### src/rtl/rns_fwd_pkg.sv
package rns_fwd_pkg;

    // Residue width: n bits below 2^n, n+1 bits above it.
    function automatic int mod_width(input int seg_w, input bit plus_mod);
        return plus_mod ? seg_w + 1 : seg_w;
    endfunction

    function automatic longint unsigned modulus(input int seg_w,
                                                input longint unsigned k,
                                                input bit plus_mod);
        longint unsigned base;
        base = 64'(1) << seg_w;
        return plus_mod ? base + k : base - k;
    endfunction

    // k^idx reduced by the modulus, evaluated at elaboration.
    function automatic longint unsigned seg_weight(input int seg_w,
                                                   input longint unsigned k,
                                                   input bit plus_mod,
                                                   input int idx);
        longint unsigned m;
        longint unsigned w;
        m = modulus(seg_w, k, plus_mod);
        w = 64'(1) % m;
        for (int i = 0; i < idx; i++) begin
            w = (w * k) % m;
        end
        return w;
    endfunction

    // Sum over odd slices of weight*(k+1), reduced; only used above 2^n.
    function automatic longint unsigned odd_fixup(input int seg_w,
                                                  input longint unsigned k,
                                                  input int num_seg);
        longint unsigned m;
        longint unsigned acc;
        m = modulus(seg_w, k, 1'b1);
        acc = 0;
        for (int i = 1; i < num_seg; i += 2) begin
            acc = (acc + (seg_weight(seg_w, k, 1'b1, i) * (k + 1)) % m) % m;
        end
        return acc;
    endfunction

endpackage

### src/rtl/rns_mod_reduce.sv
module rns_mod_reduce #(
    parameter int              IN_W = 16,
    parameter int              MW   = 8,
    parameter longint unsigned MODV = 253
) (
    input  logic [IN_W-1:0] val,
    output logic [MW-1:0]   res
);
    localparam int RW = IN_W + 2;
    localparam int TOP_SHIFT = (IN_W > MW) ? IN_W - MW + 1 : 1;
    localparam logic [RW-1:0] MOD_EXT = RW'(MODV);

    logic [RW-1:0] rem;

    // Restoring remainder: subtract shifted copies of the modulus.
    always_comb begin
        rem = RW'(val);
        for (int s = TOP_SHIFT; s >= 0; s--) begin
            if (rem >= (MOD_EXT << s)) begin
                rem = rem - (MOD_EXT << s);
            end
        end
        res = MW'(rem);
    end
endmodule

### src/rtl/rns_seg_term.sv
module rns_seg_term #(
    parameter int              SEG_W    = 8,
    parameter int              MW       = 8,
    parameter int unsigned     K        = 3,
    parameter bit              PLUS_MOD = 1'b0,
    parameter bit              NEG      = 1'b0,
    parameter longint unsigned MODV     = 253,
    parameter longint unsigned WGT      = 1
) (
    input  logic [SEG_W-1:0] seg,
    output logic [MW-1:0]    term
);
    localparam int PW = SEG_W + MW;
    localparam int KW = $clog2(K + 1);
    localparam int FW = MW + KW + 1;
    localparam logic [MW-1:0] WGT_V = MW'(WGT);

    logic [SEG_W-1:0] seg_in;
    logic [PW-1:0]    prod;

    // Odd slices above 2^n enter complemented; their k+1 goes to the fixup term.
    assign seg_in = NEG ? ~seg : seg;
    assign prod   = PW'(seg_in) * PW'(WGT_V);

    generate
        if (!PLUS_MOD) begin : g_fold
            // 2^n is congruent to k: fold the high part back once.
            logic [MW-1:0]    hi;
            logic [SEG_W-1:0] lo;
            logic [FW-1:0]    folded;
            assign hi     = prod[PW-1:SEG_W];
            assign lo     = prod[SEG_W-1:0];
            assign folded = FW'(hi) * FW'(K) + FW'(lo);
            rns_mod_reduce #(.IN_W(FW), .MW(MW), .MODV(MODV)) u_red (
                .val(folded), .res(term)
            );
        end else begin : g_direct
            rns_mod_reduce #(.IN_W(PW), .MW(MW), .MODV(MODV)) u_red (
                .val(prod), .res(term)
            );
        end
    endgenerate
endmodule

### src/rtl/rns_csa_mod.sv
module rns_csa_mod #(
    parameter int              MW   = 8,
    parameter longint unsigned MODV = 253
) (
    input  logic [MW-1:0] a,
    input  logic [MW-1:0] b,
    input  logic [MW-1:0] c,
    output logic [MW-1:0] s_red,
    output logic [MW-1:0] c_red
);
    logic [MW-1:0] sum_v;
    logic [MW:0]   car_v;

    assign sum_v = a ^ b ^ c;
    assign car_v = {(a & b) | (a & c) | (b & c), 1'b0};

    // Each vector is brought back below the modulus before the next stage.
    rns_mod_reduce #(.IN_W(MW), .MW(MW), .MODV(MODV)) u_rs (
        .val(sum_v), .res(s_red)
    );
    rns_mod_reduce #(.IN_W(MW + 1), .MW(MW), .MODV(MODV)) u_rc (
        .val(car_v), .res(c_red)
    );
endmodule

### src/rtl/rns_fwd_core.sv
module rns_fwd_core #(
    parameter int          SEG_W    = 8,
    parameter int          NUM_SEG  = 4,
    parameter int unsigned K        = 3,
    parameter bit          PLUS_MOD = 1'b0
) (
    input  logic [NUM_SEG*SEG_W-1:0]                       word,
    output logic [rns_fwd_pkg::mod_width(SEG_W, PLUS_MOD)-1:0] residue
);
    import rns_fwd_pkg::*;

    localparam int              MW   = mod_width(SEG_W, PLUS_MOD);
    localparam longint unsigned MODV = modulus(SEG_W, 64'(K), PLUS_MOD);
    localparam int              NT   = NUM_SEG + (PLUS_MOD ? 1 : 0);
    localparam logic [MW:0]     MOD_EXT = (MW + 1)'(MODV);

    logic [MW-1:0] term [NT];
    logic [MW-1:0] pa   [NT-1];
    logic [MW-1:0] pb   [NT-1];
    logic [MW:0]   fin_sum;

    // Stage one: one reduced constant product per slice.
    generate
        for (genvar i = 0; i < NUM_SEG; i++) begin : g_seg
            rns_seg_term #(
                .SEG_W(SEG_W), .MW(MW), .K(K), .PLUS_MOD(PLUS_MOD),
                .NEG(PLUS_MOD && (i % 2 == 1)), .MODV(MODV),
                .WGT(seg_weight(SEG_W, 64'(K), PLUS_MOD, i))
            ) u_term (
                .seg(word[(i+1)*SEG_W-1 -: SEG_W]), .term(term[i])
            );
        end
        if (PLUS_MOD) begin : g_fix
            assign term[NUM_SEG] = MW'(odd_fixup(SEG_W, 64'(K), NUM_SEG));
        end
    endgenerate

    // Stage two: modular carry-save chain.
    assign pa[0] = term[0];
    assign pb[0] = term[1];
    generate
        for (genvar t = 2; t < NT; t++) begin : g_csa
            rns_csa_mod #(.MW(MW), .MODV(MODV)) u_csa (
                .a(pa[t-2]), .b(pb[t-2]), .c(term[t]),
                .s_red(pa[t-1]), .c_red(pb[t-1])
            );
        end
    endgenerate

    // Final modular adder: both inputs are below M, so one subtraction suffices.
    always_comb begin
        fin_sum = {1'b0, pa[NT-2]} + {1'b0, pb[NT-2]};
        if (fin_sum >= MOD_EXT) begin
            residue = MW'(fin_sum - MOD_EXT);
        end else begin
            residue = MW'(fin_sum);
        end
    end
endmodule

### src/rtl/rns_fwd_conv.sv
module rns_fwd_conv #(
    parameter int          SEG_W    = 8,
    parameter int          NUM_SEG  = 4,
    parameter int unsigned K        = 3,
    parameter bit          PLUS_MOD = 1'b0
) (
    input  logic                                             clk,
    input  logic                                             rst_n,
    input  logic                                             in_valid,
    input  logic [NUM_SEG*SEG_W-1:0]                         in_data,
    output logic                                             out_valid,
    output logic [rns_fwd_pkg::mod_width(SEG_W, PLUS_MOD)-1:0] out_residue
);
    import rns_fwd_pkg::*;

    localparam int              IN_W = NUM_SEG * SEG_W;
    localparam int              MW   = mod_width(SEG_W, PLUS_MOD);
    localparam longint unsigned MODV = modulus(SEG_W, 64'(K), PLUS_MOD);

    typedef enum logic {ST_EMPTY = 1'b0, ST_VALID = 1'b1} conv_state_e;

    conv_state_e     state_q;
    conv_state_e     state_d;
    logic [IN_W-1:0] data_q;

    // Next-state logic.
    always_comb begin
        unique case (state_q)
            ST_EMPTY: state_d = in_valid ? ST_VALID : ST_EMPTY; // LOAD / STAY_EMPTY
            ST_VALID: state_d = in_valid ? ST_VALID : ST_EMPTY; // RELOAD / DRAIN
            default:  state_d = ST_EMPTY;
        endcase
    end

    // State register.
    always_ff @(posedge clk or negedge rst_n) begin
        if (!rst_n) begin
            state_q <= ST_EMPTY;
        end else begin
            state_q <= state_d;
        end
    end

    // Capture register.
    always_ff @(posedge clk or negedge rst_n) begin
        if (!rst_n) begin
            data_q <= '0;
        end else if (in_valid) begin
            data_q <= in_data;
        end
    end

    // Output process.
    always_comb begin
        out_valid = (state_q == ST_VALID);
    end

    rns_fwd_core #(
        .SEG_W(SEG_W), .NUM_SEG(NUM_SEG), .K(K), .PLUS_MOD(PLUS_MOD)
    ) u_core (
        .word(in_data_sel()), .residue(out_residue)
    );

    function automatic logic [IN_W-1:0] in_data_sel();
        return data_q;
    endfunction

    // residue stays below the modulus.
    assert_below_mod_R3: assert property (@(posedge clk) disable iff (!rst_n)
        out_valid |-> (64'(out_residue) < MODV));

    // residue agrees with a plain division remainder.
    assert_residue_match_R1: assert property (@(posedge clk) disable iff (!rst_n)
        out_valid |-> (64'(out_residue) == (64'(data_q) % MODV)));

    // a strobe yields valid output one cycle later.
    assert_valid_follows_R6: assert property (@(posedge clk) disable iff (!rst_n)
        in_valid |=> out_valid);

    // no strobe means no valid output next cycle.
    assert_valid_drops_R9: assert property (@(posedge clk) disable iff (!rst_n)
        !in_valid |=> !out_valid);

    // residue holds without a strobe.
    assert_hold_R7: assert property (@(posedge clk) disable iff (!rst_n)
        !in_valid |=> $stable(out_residue));
endmodule

### config.mk
export PLATFORM = sky130hd
export DESIGN_NAME = rns_fwd_conv
export DESIGN_NICKNAME = d
export VERILOG_FILES = /design/src/rtl/rns_fwd_pkg.sv /design/src/rtl/rns_mod_reduce.sv /design/src/rtl/rns_seg_term.sv /design/src/rtl/rns_csa_mod.sv /design/src/rtl/rns_fwd_core.sv /design/src/rtl/rns_fwd_conv.sv
export SDC_FILE = /design/constraint.sdc
export NUM_CORES = 1
export LEC_CHECK = 0
export BUFFER_PORTS_ARGS = -buffer_cell sky130_fd_sc_hd__buf_2
export CORE_UTILIZATION = 63
export DETAILED_ROUTE_END_ITERATION = 8
export PLACE_DENSITY = 0.84
export SYNTH_ARGS = -nofsm -noshare
export SYNTH_HDL_FRONTEND = slang
export SYNTH_SLANG_ARGS = --single-unit
### constraint.sdc
create_clock -name clk -period 17.92 [get_ports clk]
set_input_delay 3.584 -clock clk [delete_from_list [all_inputs] [get_ports clk]]
set_output_delay 3.584 -clock clk [all_outputs]
set_load 0.02 [all_outputs]
* Word-level counts from Yosys, hierarchy flattened
Cells that the tools add are included.
Operators by class: add/sub/neg operators 27, $mul 6, order comparisons 23, mux-type cells 24, bitwise gates (word level) 14
Operators with widths (number):
- $mux W13 | 12
- $mux W8 | 9
- $sub A8 B8 Y8 const B | 9
- $ge A13 B10 Y1 const B | 4
- $ge A13 B8 Y1 const B | 4
- $ge A13 B9 Y1 const B | 4
- $sub A13 B10 Y13 const B | 4
- $sub A13 B9 Y13 const B | 4
- $and A8 B8 Y8 | 6
- $sub A9 B11 Y12 const B | 3
- $ge A9 B11 Y1 const B | 3
- $or A8 B8 Y8 | 4
- $xor A8 B8 Y8 | 4
- $ge A11 B8 Y1 const B | 2
- $mux W11 | 2
- $sub A9 B9 Y10 const B | 2
- $ge A9 B9 Y1 const B | 2
- $ge A8 B8 Y1 const B | 2
- $mul A8 B5 Y13 const B | 1
- $mul A8 B4 Y12 const B | 1
- $sub A8 B11 Y12 const B | 1
- $ge A8 B11 Y1 const B | 1
- $mul A8 B2 Y10 const B | 1
- $add A4 B8 Y9 | 1
- other kinds (8) | 8
Word-level totals: register bits 33, bits of input ports 35, output and inout port bits 9, logic and storage cells 96

* Logic depth before layout (Yosys ltp)
word-level depth 28, depth in mapped cells 53, depth with buffers taken out 53

* Hierarchy
A second synthesis with hierarchy kept.
Unflattened totals: cells, all modules 1223, area, all modules 10248.6 µm²
Modules (own cells, without submodules):
- rns_mod_reduce at u_core.g_seg[0].u_term.g_fold.u_red ... | times used 4, cells each 146, area each 1046.0 µm², sequential area each 0.0 µm²
- rns_fwd_conv | times used 1, cells each 69, area each 1370.1 µm², sequential area each 825.8 µm²
- rns_seg_term at u_core.g_seg[3].u_term | times used 1, cells each 142, area each 1226.2 µm², sequential area each 0.0 µm²
- rns_mod_reduce at u_core.g_csa[2].u_csa.u_rc ... | times used 2, cells each 67, area each 446.7 µm², sequential area each 0.0 µm²
- rns_seg_term at u_core.g_seg[2].u_term | times used 1, cells each 89, area each 740.7 µm², sequential area each 0.0 µm²
- rns_fwd_core | times used 1, cells each 75, area each 599.3 µm², sequential area each 0.0 µm²
- rns_seg_term at u_core.g_seg[1].u_term | times used 1, cells each 71, area each 585.6 µm², sequential area each 0.0 µm²
- rns_csa_mod | times used 2, cells each 9, area each 163.9 µm², sequential area each 0.0 µm²
- rns_mod_reduce at u_core.g_csa[2].u_csa.u_rs ... | times used 2, cells each 20, area each 158.9 µm², sequential area each 0.0 µm²
- rns_seg_term at u_core.g_seg[0].u_term | times used 1, cells each 1, area each 3.8 µm², sequential area each 0.0 µm²

* Worst setup path before layout
OpenSTA, ideal clock, no wires.
kind reg2out, start reg data_q[18], end out out_residue[4] (netlist bit), arrival time 11476 ps, required time 14336 ps, slack 2860 ps, cell stages (with the launch flop) 49, path buffers 0, cells stage by stage dfrtp_1 ha_1 ha_1 a21o_1 a21oi_1 o21ai_0 a21oi_1 xnor2_1 fa_1 ha_1 fa_1 o21a_1 nand2b_1 nor3_1 nand2_1 maj3_2 nor3_1 xor2_1 (+13 left out) fa_1 or4b_4 nor3_4 mux2i_1 ha_1 nand3_1 o41ai_1 a21o_2 nand3_1 nor4b_1 mux2i_1 ha_1 or4_1 o22ai_2 mux2i_1 o31a_1 nor3b_2 xor2_1
Between the ends: word-level cells in the longest chain between the ends 28
RTL lines:
- from (decl) | RTL line rns_fwd_conv.sv:24 | logic [IN_W-1:0] data_q;
- from (signal assigned) | RTL line rns_fwd_conv.sv:49 | data_q <= in_data;
- $mul A8 B4 Y12 (*) | RTL line rns_seg_term.sv:23 | assign prod = PW'(seg_in) * PW'(WGT_V);
- $mul A4 B2 Y6 | RTL line rns_seg_term.sv:33 | assign folded = FW'(hi) * FW'(K) + FW'(lo);
- $add A6 B8 Y9 (*) | RTL line rns_seg_term.sv:33
- $sub A9 B11 Y12 / $ge A9 B11 Y1 (equally long branches) | RTL line rns_mod_reduce.sv:20, rns_mod_reduce.sv:19
- $mux W13 (*) | RTL line rns_mod_reduce.sv:19 | if (rem >= (MOD_EXT << s)) begin
- $sub A13 B10 Y13 / $ge A13 B10 Y1 (equally long branches) | RTL line rns_mod_reduce.sv:20, rns_mod_reduce.sv:19
- $mux W13 (*) | RTL line rns_mod_reduce.sv:19
- $sub A13 B9 Y13 / $ge A13 B9 Y1 (equally long branches) | RTL line rns_mod_reduce.sv:20, rns_mod_reduce.sv:19
- (+11 left out)
- $or A8 B8 Y8 (2 in series) | RTL line rns_csa_mod.sv:15 | assign car_v = {(a & b) | (a & c) | (b & c), 1'b0};
- $sub A9 B9 Y10 / $ge A9 B9 Y1 (equally long branches) | RTL line rns_mod_reduce.sv:20, rns_mod_reduce.sv:19
- $mux W11 | RTL line rns_mod_reduce.sv:19
- $ge A11 B8 Y1 / $sub A8 B8 Y8 (equally long branches) | RTL line rns_mod_reduce.sv:19, rns_mod_reduce.sv:20
- $mux W8 | RTL line rns_mod_reduce.sv:19
- $add A8 B8 Y9 (*) | RTL line rns_fwd_core.sv:52 | fin_sum = {1'b0, pa[NT-2]} + {1'b0, pb[NT-2]};
- $sub A8 B8 Y8 / $ge A9 B8 Y1 (equally long branches) | RTL line rns_fwd_core.sv:54, rns_fwd_core.sv:53
- $mux W8 (*) | RTL line rns_fwd_core.sv:53 | if (fin_sum >= MOD_EXT) begin
- to (decl) | RTL line rns_fwd_conv.sv:12 | output logic [rns_fwd_pkg::mod_width(SEG_W, PLUS_MOD)-1:0] out_residue
Mark *: on every way between the ends. The rest lies on a longest branch, timed or not.

* Worst setup path in the final report
start reg data_q[18], end out out_residue[1] (netlist bit)
The elaborated chain is that of the path after synthesis.

==> impl_metrics.tcl <==
set metrics [dict create \
    grt_pass1_vias 5391 \
    cts_sinks 33 \
    fmax_mhz 60.0 \
    async_reset_ff_frac 1.00 \
    die_h_um 100 \
    synth_top_area_frac 0.190 \
    coreArea_um2 9330 \
    clk_pin_slew_worst_paths_ns 0.07 \
    ant_nets 0 \
    drv_cap 0 \
    tns_ns 0 \
    crit_slowest_cell "or4b_4" \
    post_cts_buffers 0 \
    clock_skew_ns 0 \
    critPathCaptureType "primary output" \
    dieArea_um2 10100 \
    max_slew_margin 0.425 \
    nets 912 \
    die_w_um 100 \
    grt_util_all_layers 0.280 \
    slew_viol_final 0 \
    finalCriticalPeriod_ns 16.67 \
    hold_class "register to register" \
    viasPerCell 5.98 \
    routed_wl_um 12900 \
    rr_worst_depth 1 \
    worst_path_most_repeated_cell "ha_1" \
    drive_gt1_frac 0.136 \
    syn-cell-area_um2 6110 \
    place_congestion 0.886 \
    ys_ff_latch 33 \
    h-tree-depth 2 \
    diodes 0 \
    antenna_found_initial 0 \
    clock_latency_ns 0.28 \
    tightest_slew_ns 0.850 \
    status "completed" \
    cts_hold_buf 0 \
    critical_path_class "register to primary output" \
    yosysUniqueCellTypes 67 \
    grt_max_degree 43 \
    yosys_warnings 0 \
    ys_seq_area_frac 0.135 \
    tritoncts "done" \
    synth_cells 702 \
    synth_top_flop_cell "dfrtp_1" \
    routedWlPerCell_um 14.7 \
    dpl.hpwl_um 10900 \
    synthTopCellsByArea "ha_1 (19%), dfrtp_1 (14%), fa_1 (12%), mux2_2 (5.2%), xnor2_1 (4.6%)" \
    io_pins 44 \
    grt_pass1_wl_um 23200 \
    cts_buffers 5 \
    initial_core_util 0.655 \
    num_rows 35 \
    startpoint_type "register" \
    clockRootBuffer "clkbuf_8" \
    cts-resized-gates 0 \
    rsz0062_at_grt "false" \
    drt-initial-drc-count 232 \
    clock_path_buffers 2 \
    cp_max_fo 6 \
    crit_arrival_ns 13.09 \
    crit_required_ns 14.34 \
    whs_path_depth 1 \
    synth_edf_count 0 \
    finalHoldViolCount 0 \
    overflow 0 \
    io_buffers 43 \
    finalCritPeriodShare 0.930 \
    cpPeakStageDelay_ns 0.57 \
    setup_viol 0 \
    syn2layout_area_growth_pct 8.11 \
    drcViolationCount 0 \
    avgSynthCellArea_um2 8.71 \
    yosys.area.top_type "ha_1" \
    synth_nets 867 \
    dr.pass1.iters 5 \
    vias 5241 \
]
-- layout by cell type, fill, tap and decap left out, types with 4 or more instances in the layout --
cell type / count
and3_1: 5
o21a_1: 14
or2_2: 4
mux2_2: 28
inv_1: 73
buf_2: 43
a211oi_1: 9
clkbuf_8: 5
dfrtp_1: 33
o31ai_1: 5
mux2i_1: 6
xor2_1: 19
nor3_1: 21
a21o_1: 18
a21boi_0: 4
a211o_1: 6
or3_1: 4
nor2_1: 44
and2_1: 9
ha_1: 93
or4_1: 5
xnor2_1: 32
o21ai_0: 41
nor4_1: 5
a21oi_1: 35
nand4_1: 6
nand2_1: 47
nor2b_1: 17
o211ai_1: 7
nand2b_1: 6
nand3_1: 12
fa_1: 37
-- kinds of logic (layout without fill, tap and decap cells) --
group,Yosys count,after routing,share of synthesized area
buf+inv,79,125,0.0491
mux,34,34,0.0614
simple gates,201,201,0.174
fa+ha+maj,131,131,0.313
flops,33,33,0.135
compound gates,173,173,0.194
xor+xnor,51,51,0.0731
-- Yosys cell counts, types with 12 or more instances --
| library cell | n |
|---|---|
| nand2_1 | 47 |
| o21ai_0 | 41 |
| ha_1 | 93 |
| o21a_1 | 14 |
| nor2_1 | 44 |
| mux2_2 | 28 |
| xor2_1 | 19 |
| inv_1 | 73 |
| a21oi_1 | 35 |
| dfrtp_1 | 33 |
| a21o_1 | 18 |
| xnor2_1 | 32 |
| nand3_1 | 12 |
| nor3_1 | 21 |
| fa_1 | 37 |
| nor2b_1 | 17 |
-- worst paths after layout --
kind                            start        endpoint  slack (ns)
min reg2reg                data_q[21]      data_q[21]        0.55
max in group asynchronous       rst_n      data_q[15]       14.09
max                        data_q[18]  out_residue[1]        1.25
min                        data_q[21]      data_q[21]        0.55
max reg2reg                data_q[27]      data_q[27]       17.05
min in group asynchronous       rst_n      data_q[27]        3.36
-- layout make-up --
class	instances	area [µm²]
Multi-Input combinational cell	590	4990
Fill cell	731	2720
Sequential cell	33	826
Inverter	73	274
Timing Repair Buffer	44	223
Tap cell	129	161
Clock buffer	5	68.8
Clock inverter	3	68.8
-- metrics by stage --
step | util | hold WS (ns) | std cells | cell area, µm² | setup WS [ns]
floorplan | - | 0.494 | 702 | 6110 | 2.86
global placement | 0.694 | 0.527 | 869 | 6470 | 2.27
detailed placement | 0.694 | 0.528 | 869 | 6470 | 1.72
CTS | 0.708 | 0.547 | 877 | 6610 | 1.37
global route | 0.708 | 0.565 | 877 | 6610 | 0.236
finish | 0.708 | 0.547 | 877 | 6610 | 1.25
-- registers in the layout, summed over array words and instances (netlist names) --
register	count
out_valid	1
data_q	32
-- per-layer routing --
metal  track usage  part of all wire  vias up
met3        0.0250             0.031       22
met2         0.546              0.52      122
met5             0                 0        -
li1              -                 -     2602
met1         0.332              0.43     2495
met4        0.0546             0.018        0
-- worst max-delay path: cells and delay by family (launching register included) --
kind | cells | cell delay [ns]
simple gates | 17 | 4.14
fa+ha+maj | 11 | 3.59
compound gates | 11 | 2.49
mux | 5 | 1.34
xor+xnor | 3 | 0.65
flops | 1 | 0.42
buf+inv | 1 | 0.16
Power is not shown: default switching activity piles up to over one toggle a cycle in this logic, so the estimate is an artifact.
